File: src/rtl/aeu_pkg.sv
package aeu_pkg;

  localparam int LEN_W = 4;

  typedef enum logic [2:0] {
    AM_DIRECT   = 3'd0,
    AM_INDIRECT = 3'd1,
    AM_POSTINC  = 3'd2,
    AM_PREDEC   = 3'd3,
    AM_BASED    = 3'd4
  } am_e;

  // Size code to byte count; zero marks an unsupported code.
  function automatic logic [LEN_W-1:0] size_to_len(input logic [2:0] code);
    logic [LEN_W-1:0] n;
    case (code)
      3'd0:    n = 4'd1;
      3'd1:    n = 4'd2;
      3'd2:    n = 4'd4;
      3'd3:    n = 4'd8;
      3'd4:    n = 4'd12;
      default: n = 4'd0;
    endcase
    return n;
  endfunction

endpackage

File: src/rtl/aeu_step.sv
module aeu_step
  import aeu_pkg::*;
#(
  parameter int REG_W  = 4,
  parameter int SP_IDX = 15
) (
  input  logic [2:0]       size_code,
  input  logic [REG_W-1:0] reg_idx,
  output logic [LEN_W-1:0] len,
  output logic [LEN_W-1:0] step,
  output logic             size_ok
);

  localparam logic [REG_W-1:0] SP_SEL = REG_W'(SP_IDX);

  logic sp_byte;

  always_comb begin
    len     = size_to_len(size_code);
    size_ok = (len != '0);
    // The stack pointer stays word aligned, so byte accesses step by two.
    sp_byte = (len == LEN_W'(1)) && (reg_idx == SP_SEL);
    step    = sp_byte ? LEN_W'(2) : len;
  end

endmodule

File: src/rtl/aeu_addr_path.sv
module aeu_addr_path
  import aeu_pkg::*;
#(
  parameter int AW    = 32,
  parameter int OFS_W = 6
) (
  input  logic [2:0]       mode,
  input  logic             pc_rel,
  input  logic [AW-1:0]    reg_val,
  input  logic [AW-1:0]    base,
  input  logic [LEN_W-1:0] len,
  input  logic [LEN_W-1:0] step,
  input  logic             size_ok,
  input  logic [OFS_W-1:0] ofs,
  output logic             err,
  output logic [AW-1:0]    addr,
  output logic [1:0]       lane,
  output logic             upd,
  output logic [AW-1:0]    wb_val,
  output logic             ofs_clear,
  output logic             ofs_adv
);

  logic [AW-1:0] step_x;
  logic [AW-1:0] ofs_x;
  logic          mode_ok;
  logic          updating;
  logic          direct_bad;

  always_comb begin
    step_x     = AW'(step);
    ofs_x      = AW'(ofs);
    mode_ok    = (mode <= 3'(AM_BASED));
    updating   = (mode == 3'(AM_POSTINC)) || (mode == 3'(AM_PREDEC));
    direct_bad = (mode == 3'(AM_DIRECT)) &&
                 ((len > LEN_W'(4)) || (ofs != '0));
    err        = !size_ok || !mode_ok || (updating && pc_rel) || direct_bad;
  end

  always_comb begin
    addr      = '0;
    wb_val    = '0;
    upd       = 1'b0;
    ofs_clear = 1'b0;
    ofs_adv   = 1'b0;
    if (!err) begin
      case (mode)
        3'(AM_DIRECT): begin
          ofs_adv = 1'b1;
        end
        3'(AM_INDIRECT): begin
          addr    = reg_val + ofs_x;
          ofs_adv = 1'b1;
        end
        3'(AM_POSTINC): begin
          addr      = reg_val;
          wb_val    = reg_val + step_x;
          upd       = 1'b1;
          ofs_clear = 1'b1;
        end
        3'(AM_PREDEC): begin
          addr      = reg_val - step_x;
          wb_val    = reg_val - step_x;
          upd       = 1'b1;
          ofs_clear = 1'b1;
        end
        3'(AM_BASED): begin
          addr    = base + ofs_x;
          ofs_adv = 1'b1;
        end
        default: begin
          addr = '0;
        end
      endcase
    end
  end

  // Sub-word operands occupy the low-order bytes of a 32-bit holder.
  always_comb begin
    if (err) lane = 2'd0;
    else if (len == LEN_W'(1)) lane = 2'd3;
    else if (len == LEN_W'(2)) lane = 2'd2;
    else lane = 2'd0;
  end

endmodule

File: src/rtl/aeu_ofs_track.sv
module aeu_ofs_track
  import aeu_pkg::*;
#(
  parameter int OFS_W = 6
) (
  input  logic             clk,
  input  logic             rst_n,
  input  logic             clr,
  input  logic             req_valid,
  input  logic             err,
  input  logic             ofs_clear,
  input  logic             ofs_adv,
  input  logic [LEN_W-1:0] len,
  output logic [OFS_W-1:0] ofs_eff
);

  logic [OFS_W-1:0] ofs_q;
  logic [OFS_W-1:0] ofs_d;
  logic             ofs_en;
  logic             take;

  always_comb begin
    ofs_eff = clr ? '0 : ofs_q;
    take    = req_valid && !err;
    ofs_en  = clr || take;
    ofs_d   = ofs_eff;
    if (take && ofs_clear)    ofs_d = '0;
    else if (take && ofs_adv) ofs_d = ofs_eff + OFS_W'(len);
  end

  always_ff @(posedge clk or negedge rst_n) begin
    if (!rst_n)      ofs_q <= '0;
    else if (ofs_en) ofs_q <= ofs_d;
  end

  assert_upd_clears_R3: assert property (@(posedge clk) disable iff (!rst_n)
    (req_valid && !err && ofs_clear) |=> (ofs_q == '0));

  assert_err_keeps_ofs_R9: assert property (@(posedge clk) disable iff (!rst_n)
    (req_valid && err && !clr) |=> $stable(ofs_q));

  assert_clr_zeroes_R10: assert property (@(posedge clk) disable iff (!rst_n)
    (clr && !(req_valid && !err && ofs_adv)) |=> (ofs_q == '0));

  assert_idle_holds_R5: assert property (@(posedge clk) disable iff (!rst_n)
    (!req_valid && !clr) |=> $stable(ofs_q));

endmodule

File: src/rtl/ea_autoupdate.sv
module ea_autoupdate
  import aeu_pkg::*;
#(
  parameter int AW     = 32,
  parameter int REG_W  = 4,
  parameter int OFS_W  = 6,
  parameter int SP_IDX = 15
) (
  input  logic             clk,
  input  logic             rst_n,
  input  logic             clr_ofs,
  input  logic             req_valid,
  input  logic [2:0]       req_mode,
  input  logic             req_pc_rel,
  input  logic [REG_W-1:0] req_reg,
  input  logic [AW-1:0]    req_reg_val,
  input  logic [AW-1:0]    req_base,
  input  logic [2:0]       req_size,
  output logic             rsp_valid,
  output logic             rsp_err,
  output logic [AW-1:0]    rsp_addr,
  output logic [1:0]       rsp_lane,
  output logic             rsp_wb_en,
  output logic [REG_W-1:0] rsp_wb_reg,
  output logic [AW-1:0]    rsp_wb_val
);

  localparam logic [AW-1:0] MAX_STEP = AW'(12);

  // Reset: asserted asynchronously, released on a clock edge.
  logic rst_meta;
  logic rst_n_s;

  always_ff @(posedge clk or negedge rst_n) begin
    if (!rst_n) begin
      rst_meta <= 1'b0;
      rst_n_s  <= 1'b0;
    end else begin
      rst_meta <= 1'b1;
      rst_n_s  <= rst_meta;
    end
  end

  logic [LEN_W-1:0] len;
  logic [LEN_W-1:0] step;
  logic             size_ok;
  logic [OFS_W-1:0] ofs_eff;
  logic             err;
  logic [AW-1:0]    addr;
  logic [1:0]       lane;
  logic             upd;
  logic [AW-1:0]    wb_val;
  logic             ofs_clear;
  logic             ofs_adv;

  aeu_step #(.REG_W(REG_W), .SP_IDX(SP_IDX)) u_step (
    .size_code (req_size),
    .reg_idx   (req_reg),
    .len       (len),
    .step      (step),
    .size_ok   (size_ok)
  );

  aeu_addr_path #(.AW(AW), .OFS_W(OFS_W)) u_path (
    .mode      (req_mode),
    .pc_rel    (req_pc_rel),
    .reg_val   (req_reg_val),
    .base      (req_base),
    .len       (len),
    .step      (step),
    .size_ok   (size_ok),
    .ofs       (ofs_eff),
    .err       (err),
    .addr      (addr),
    .lane      (lane),
    .upd       (upd),
    .wb_val    (wb_val),
    .ofs_clear (ofs_clear),
    .ofs_adv   (ofs_adv)
  );

  aeu_ofs_track #(.OFS_W(OFS_W)) u_ofs (
    .clk       (clk),
    .rst_n     (rst_n_s),
    .clr       (clr_ofs),
    .req_valid (req_valid),
    .err       (err),
    .ofs_clear (ofs_clear),
    .ofs_adv   (ofs_adv),
    .len       (len),
    .ofs_eff   (ofs_eff)
  );

  // Response stage: control bits every cycle, payload on request only.
  logic             valid_d, err_d, wb_en_d;
  logic             pay_en;

  always_comb begin
    valid_d = req_valid;
    err_d   = req_valid && err;
    wb_en_d = req_valid && !err && upd;
    pay_en  = req_valid;
  end

  always_ff @(posedge clk or negedge rst_n_s) begin
    if (!rst_n_s) begin
      rsp_valid <= 1'b0;
      rsp_err   <= 1'b0;
      rsp_wb_en <= 1'b0;
    end else begin
      rsp_valid <= valid_d;
      rsp_err   <= err_d;
      rsp_wb_en <= wb_en_d;
    end
  end

  always_ff @(posedge clk or negedge rst_n_s) begin
    if (!rst_n_s) begin
      rsp_addr   <= '0;
      rsp_lane   <= '0;
      rsp_wb_reg <= '0;
      rsp_wb_val <= '0;
    end else if (pay_en) begin
      rsp_addr   <= addr;
      rsp_lane   <= lane;
      rsp_wb_reg <= req_reg;
      rsp_wb_val <= wb_val;
    end
  end

  assert_wb_distance_R2: assert property (@(posedge clk) disable iff (!rst_n_s)
    rsp_wb_en |-> ((rsp_wb_val == rsp_addr) ||
                   (((rsp_wb_val - rsp_addr) <= MAX_STEP) && (rsp_wb_val != rsp_addr))));

  assert_pc_update_err_R6: assert property (@(posedge clk) disable iff (!rst_n_s)
    (req_valid && req_pc_rel && ((req_mode == 3'(AM_POSTINC)) || (req_mode == 3'(AM_PREDEC))))
      |=> (rsp_err && !rsp_wb_en));

  assert_err_no_wb_R9: assert property (@(posedge clk) disable iff (!rst_n_s)
    rsp_err |-> (!rsp_wb_en && rsp_valid));

  assert_resp_follows_R11: assert property (@(posedge clk) disable iff (!rst_n_s)
    req_valid |=> rsp_valid);

  assert_no_spurious_R11: assert property (@(posedge clk) disable iff (!rst_n_s)
    !req_valid |=> !rsp_valid);

  assert_direct_no_wb_R7: assert property (@(posedge clk) disable iff (!rst_n_s)
    (req_valid && (req_mode == 3'(AM_DIRECT))) |=> !rsp_wb_en);

endmodule

File: config.mk
export PLATFORM = sky130hd
export DESIGN_NAME = ea_autoupdate
export DESIGN_NICKNAME = d
export VERILOG_FILES = /design/src/rtl/aeu_pkg.sv /design/src/rtl/aeu_step.sv /design/src/rtl/aeu_addr_path.sv /design/src/rtl/aeu_ofs_track.sv /design/src/rtl/ea_autoupdate.sv
export SDC_FILE = /design/constraint.sdc
export NUM_CORES = 1
export LEC_CHECK = 0
export ABC_AREA = 1
export BUFFER_PORTS_ARGS = -buffer_cell sky130_fd_sc_hd__buf_2
export CELL_PAD_IN_SITES_DETAIL_PLACEMENT = 0
export CELL_PAD_IN_SITES_GLOBAL_PLACEMENT = 1
export CORE_MARGIN = 3
export CORE_UTILIZATION = 42
export DETAILED_ROUTE_END_ITERATION = 16
export GPL_ROUTABILITY_DRIVEN = 0
export PLACE_DENSITY_LB_ADDON = 0.1
export SLEW_MARGIN = 5
export SYNTH_ARGS = -nofsm -noshare
export SYNTH_HDL_FRONTEND = slang
export SYNTH_HIERARCHICAL = 1
export SYNTH_SLANG_ARGS = --single-unit
File: constraint.sdc
create_clock -name clk -period 4.46 [get_ports clk]
set_input_delay 0.446 -clock clk [delete_from_list [all_inputs] [get_ports clk]]
set_output_delay 0.446 -clock clk [all_outputs]
set_load 0.03 [all_outputs]
# After elaboration in Yosys (flattened, before gate mapping)
# Index checks and enable logic that the tools add are counted.
[word_totals]
reg_bits = 81
wordCells = 66
input_bits = 79
output_inout_bits = 73
[classes]
eq_ne = 11
mux = 16
n_addsub = 5
order_cmp = 2
n_reduce_logical = 22
[ops]
columns = ["op", "count"]
rows = [
  ["32-bit case mux with 4 select lines", 1],
  ["32-bit by 6-bit adder with 32-bit output", 2],
  ["32-bit 2-to-1 mux", 2],
  ["32-bit case mux with 2 select lines", 1],
  ["32-bit by 4-bit adder with 32-bit output", 1],
  ["32-bit by 4-bit subtractor with 32-bit output", 1],
  ["4-bit case mux with 5 select lines", 1],
  ["6-bit 2-to-1 mux", 3],
  ["3-bit by 2-bit == test with 1-bit output, second input constant", 4],
  ["1-bit logical AND", 7],
  ["6-bit by 4-bit adder with 6-bit output", 1],
  ["3-bit by 1-bit == test with 1-bit output, second input constant", 2],
  ["3-bit == test, second input constant", 2],
  ["3-bit zero test", 2],
  ["1-bit logical OR", 6],
  ["2-bit 2-to-1 mux", 3],
  ["6-bit nonzero test", 1],
  ["4-bit by 1-bit == test with 1-bit output, second input constant", 1],
  ["4-bit by 2-bit == test with 1-bit output, second input constant", 1],
  ["4-bit == test, second input constant", 1],
  ["4-bit by 3-bit > comparator with 1-bit output, second input constant", 1],
  ["1-bit 2-to-1 mux", 4],
  ["4-bit 2-to-1 mux", 1],
  ["4-bit nonzero test", 1],
  ["4 further kinds", 6],
]

# Longest topological paths before layout
[logic_depth]
word_depth = 12
ltp_mapped = 23
mapped_depth_nobuf = 23

# Hierarchy
# Netlist, hierarchy kept.
[by_module_without_submodules]
columns = ["mod", "instances", "cells_per_inst", "area_per_inst_um2"]
rows = [
  ["aeu_addr_path", 1, 1001, 4909.7],
  ["ea_autoupdate", 1, 306, 2835.2],
  ["aeu_ofs_track", 1, 77, 514.2],
  ["aeu_step", 1, 23, 100.1],
]

# Worst setup path before layout
# Ideal clock, no wire load.
[synth_timing]
kind = "input port to flip-flop"
startpoint = "input port req_size[2]"
endpoint = "register rsp_addr[22]"
setup_slack_ns = 1.712
setup_time_ns = 0.065
t_arrival_ns = 2.683
path_stages = 22
path_cell_list = "inv_2 -> nand2_2 -> nor2_1 -> inv_1 -> nand2_1 -> inv_1 -> fa_1 -> nand2_1 -> inv_1 -> nand2_1 -> nand2_1 -> nor2_1 -> nand2_1 -> nor2_1 -> nand2_1 -> nand2_1 -> nand3_1 -> nand2_1 -> inv_1 -> a21oi_1 -> nand2_1 -> nand2_1"
[synth_between]
elab_chain_len = 8
elab_cells_between_ends = 20
cone_classes = "add/sub (1); order compare (1); eq/ne (5); mux (4); reduce/logical (9)"
[synth_lines]
columns = ["element", "line", "source"]
rows = [
  ["start: declaration", "ea_autoupdate.sv:18", "input logic [2:0] req_size,"],
  ["3-bit == test (tied with other cells)", "aeu_pkg.sv:16", "case (code)"],
  ["4-bit case mux with 5 select lines *", "aeu_pkg.sv:16", ""],
  ["named net len[1]", "ea_autoupdate.sv:44", "logic [LEN_W-1:0] len;"],
  ["4-bit by 1-bit == test with 1-bit output", "aeu_step.sv:22", "sp_byte = (len == LEN_W'(1)) && (reg_idx == SP_SEL);"],
  ["1-bit logical AND", "aeu_step.sv:22", ""],
  ["4-bit 2-to-1 mux *", "aeu_step.sv:23", "step = sp_byte ? LEN_W'(2) : len;"],
  ["named net step[1]", "ea_autoupdate.sv:45", "logic [LEN_W-1:0] step;"],
  ["32-bit by 4-bit subtractor with 32-bit output *", "aeu_addr_path.sv:62", "addr = reg_val - step_x;"],
  ["32-bit case mux with 4 select lines *", "aeu_addr_path.sv:47", "case (mode)"],
  ["32-bit 2-to-1 mux *", "aeu_addr_path.sv:46", "if (!err) begin"],
  ["named net addr[22]", "ea_autoupdate.sv:49", "logic [AW-1:0] addr;"],
  ["end signal: assignment", "ea_autoupdate.sv:124", "rsp_addr <= addr;"],
  ["end: declaration", "ea_autoupdate.sv:21", "output logic [AW-1:0] rsp_addr,"],
]
# The timed path passes the listed nets; every way through them passes the cells marked *.
# A chain may end at the register's enable or synchronous reset.

# Worst setup path in the final report
[layout_timing]
startpoint = "input port req_size[2]"
endpoint = "register rsp_addr[28]"
# The elaborated chain is that of the path after synthesis.

==> out/results.md <==
| Step | Parameter | This run |
|:---|:---|:---|
| status | Run status | complete, no violations |
| critical path | Reg2reg path depth | 11 |
| synth | Main combinational cell family by area after synthesis | simple AND/OR/NAND/NOR gates |
| timing | Transition time of the tightest slew-check pin | 1120 ps |
| synth | Top cells by area, synth | sky130_fd_sc_hd__dfrtp_1 (24%), sky130_fd_sc_hd__nand2_1 (23%), sky130_fd_sc_hd__nand3_1 (7.8%), sky130_fd_sc_hd__inv_1 (6.0%), sky130_fd_sc_hd__nor2_1 (5.7%) |
| global route | Number of global-route vias before repair | 8979 |
| worst hold path | Worst hold path endpoint | rsp_valid |
| critical path | CP required | 4750 ps |
| timing | Highest attainable clock frequency | 0.305 GHz |
| synth | Number of enable flip-flop cells after synthesis | 0 |
| synth | Most frequent cell after synthesis | sky130_fd_sc_hd__nand2_1 |
| clock tree | Post-CTS Setup Bufs | 0 |
| detailed routing | Routed wire length | 32200 um |
| timing | Hold_ws | 278 ps |
| synth | Most frequent cells after synthesis | sky130_fd_sc_hd__nand2_1 (512), sky130_fd_sc_hd__inv_1 (134), sky130_fd_sc_hd__nand3_1 (130) |
| floorplan | Core Rows | 50 |
| synth | Synthesized-area fraction occupied by xor and xnor cells | 0.419% |
| clock tree | CTS Root Cell | sky130_fd_sc_hd__clkbuf_16 |
| detailed routing | Antenna-violating nets left | 0 |
| timing | Final worst path period share | 73.6% |
| critical path | Startpoint of the most critical register-to-register path | u_ofs/ofs_q[1] |
| detailed routing | Number of DRC markers after the initial detailed-route iteration | 990 |
| clock tree | Clock net sink count | 81 |
| critical path | Critical-path maximum fanout | 5 |
| floorplan | Count of boundary I/O pins | 152 |
| synth | Sequential fraction of the synthesis area | 24.2% |
| synth | Area share of the largest cell type after synthesis | 24.2% |
| final layout | Final cell utilization of the core | 49.4% |
| pwr | Post-route total power | 2.26 mW |
| worst hold path | Worst hold path startpoint | req_valid |
| critical path | Worst setup EP type | flip-flop |
| clock tree | TritonCTS clock tree | done |
| final layout | Count of fill cells added during filler insertion | 2149 |
| global route | GRT Residual Overflow | 0 |
| synth | Synth async-reset ratio | 100% |
| timing | Setup total negative slack | 0 ps |
| clock tree | Clock transition at the registers of the reported paths | 80 ps |
| global route | First-pass GRT wire length | 50000 um |
| floorplan | Die boundary width | 147 um |
| final layout | Share of post-route cells with drive strength above 1 | 18.7% |
| detailed routing | Total via count in the routed design | 9529 |
| placed design | Pre-CTS worst setup slack | 956 ps |
| global route | Pin count of the biggest net entering global routing | 73 |
| synth | Cell type with the highest aggregate area in the netlist | sky130_fd_sc_hd__dfrtp_1 |
| pwr | VDD IR-drop max | 0.154 mV |
| synth | Mapped cell area | 0.00836 sq mm |
| synth | Number of distinct library cell variants in the gate-level netlist after synthesis | 47 |
| synth | Top FF cell, synth | sky130_fd_sc_hd__dfrtp_1 |
| critical path | CP arrival | 3570 ps |
| flow run | Max-cap check violation count | 0 |
| detailed routing | Post-detailed-route via-to-cell ratio | 5.34 |
| critical path | Setup slack of the worst register-to-register path | 1480 ps |
| synth | Nets in the synthesized netlist | 1507 |
| critical path | Reg2reg end | rsp_wb_val[29] |
| final layout | Largest registers | rsp_addr (32), rsp_wb_val (32), u_ofs/ofs_q (6) |
| critical path | Kind of critical path | in2reg |
| detailed routing | Residual DRC count | 0 |
| timing | Final Hold Vio Count | 0 |
| synth | Number of storage elements in the synthesis netlist | 81 |
| synth | Area fraction in compound gates after synthesis | 11.0% |
| clock tree | Clock latency at the later pin of the worst-skew pair | 360 ps |
| timing | Setup Viol. Count Final | 0 |
| clock tree | Number of H-tree levels | 3 |
| timing | Fin worst setup slack | 1180 ps |
| clock tree | CTS Buf Count | 9 |
| critical path | Critical Path Source | req_size[2] |
| global route | Global-route total usage across every layer | 29.4% |
| timing | Setup skew after layout | 10.0 ps |
| floorplan | Core box area | 0.0191 sq mm |
| worst hold path | Number of instances on the worst hold path | 1 |
| synth | Gate Count Post-Synth | 1407 |
| floorplan | Die extent in y | 147 um |
| timing | Slew Limit Fails | 0 |
| timing | Time the final worst path needs with I/O delays and setup | 3280 ps |
| worst hold path | Class of the worst hold path | in2reg |
| final layout | P&R area growth vs syn | 13.0% |
| placed design | Half-perimeter wire length after detailed placement | 24500 um |
| final layout | Post-layout nets | 1616 |
| pwr | Power per cell area | 240 mW/mm^2 |
| synth | Arithmetic-cell share of the synthesized area counting full adders, half adders and majority gates | 3.41% |
| placed design | Count of buffers inserted at the top-level ports | 151 |
| clock tree | CTS Buffer Depth | 2 |
| detailed routing | Average wire per standard cell | 18.1 um |
| pwr | Leakage power | 4.97 nW |
| floorplan | Initial Utilization | 43.7% |
| synth | Post-synthesis mux area share | 0% |
| synth | Share of synthesized cell area in and, or, nand and nor gates | 49.1% |
| critical path | Crit start category | input port |
| global route | Number of antenna violations at the first check in global routing | 1 |
| detailed routing | Detailed Routing Iterations Pass 1 | 5 |
| floorplan | Die Outline Area | 0.0216 sq mm |
| synth | Average cell area after synthesis | 5.94 sq um |
| timing | RSZ-0062 raised after global routing | false |
| synth | Count of synthesis-stage warnings from yosys | 6 |
| timing | Rel. slew slack | 25.5% |
==> worst max-delay path by stage <==
stage,to,slack (ps),cells past startpoint
5_1_grt,rsp_addr[22],890,23
6_report,rsp_addr[28],1180,21
2_1_floorplan,rsp_addr[22],1710,22
4_1_cts,rsp_addr[28],1300,21
3_5_place_dp,rsp_addr[16],960,20
3_3_place_gp,rsp_addr[28],1010,21
==> cells by family after synthesis <==
group                    Yosys count
AO/OA/AOI/OAI                    168
XOR/XNOR                           4
adder cells (fa/ha/maj)           21
buffers and inverters            214
flip-flops                        81
other                              1
AND/OR/NAND/NOR                  918
==> per-stage QoR <==
stage,cell area (sq um),std cells
floorplan,8360,1407
global placement,9100,1764
detailed placement,9100,1764
CTS,9440,1781
global route,9440,1781
finish,9450,1784
==> metal layers <==
| layer | track usage (%) | part of all wire, % |
|---|---|---|
| met3 | 4.97 | 8.2 |
| met2 | 46.9 | 45 |
| met4 | 12.9 | 4.1 |
| met5 | 0 | 0.040 |
| met1 | 39.3 | 43 |
==> where the power goes <==
group	leakage, nW	switching [mW]	internal, mW
registers	1.10	0.0250	0.764
logic	3.70	0.437	0.160
clock network	0.163	0.374	0.503
total	4.97	0.836	1.43
==> what timing repair did <==
item,4_1_cts,5_1_grt
hold buffers,1,0
hold endpoints to repair,2,0
setup endpoints to repair,0,0
resized for setup,0,0
==> cell type report <==
cell class / count / area [sq um] / area share [%]
diodes: 3 / 7.51 / 0.0795
clock buffers: 9 / 225 / 2.38
clock inverters: 7 / 106 / 1.13
inverters: 152 / 576 / 6.09
multi-input cells: 1112 / 5350 / 56.6
flip-flops and latches: 81 / 2030 / 21.5
well taps: 260 / 325 / 3.44
repair buffers: 160 / 826 / 8.74
==> critical path: stages <==
cell                      delay (ps)
sky130_fd_sc_hd__buf_2           130
sky130_fd_sc_hd__inv_2            80
sky130_fd_sc_hd__nand2_2          60
sky130_fd_sc_hd__nor2_1          300
sky130_fd_sc_hd__inv_1            80
sky130_fd_sc_hd__nand2_1         160
sky130_fd_sc_hd__inv_1           100
sky130_fd_sc_hd__fa_1            430
sky130_fd_sc_hd__nand2_1          70
sky130_fd_sc_hd__inv_1            60
sky130_fd_sc_hd__nand2_1          70
sky130_fd_sc_hd__nand2_1         130
sky130_fd_sc_hd__nor2_1          300
sky130_fd_sc_hd__nand3_1         220
sky130_fd_sc_hd__o21ai_0         220
sky130_fd_sc_hd__nand3_1         140
sky130_fd_sc_hd__o21ai_0         190
sky130_fd_sc_hd__inv_1            70
sky130_fd_sc_hd__a21oi_1         150
sky130_fd_sc_hd__nand2_1          70
sky130_fd_sc_hd__nand2_1         100
==> cell usage in the layout (no fill, tap or decap), drive strengths merged, types with 7 or more instances in the layout <==
cell type,count
a31oi,7
a21oi,78
ha,18
or2,8
nand4,22
nand2,545
nor3,29
o211ai,7
nor2,158
buf,159
clkbuf,9
inv,156
nand3,145
dfrtp,81
o21ai,61
Power figures use the tool's default switching activity.
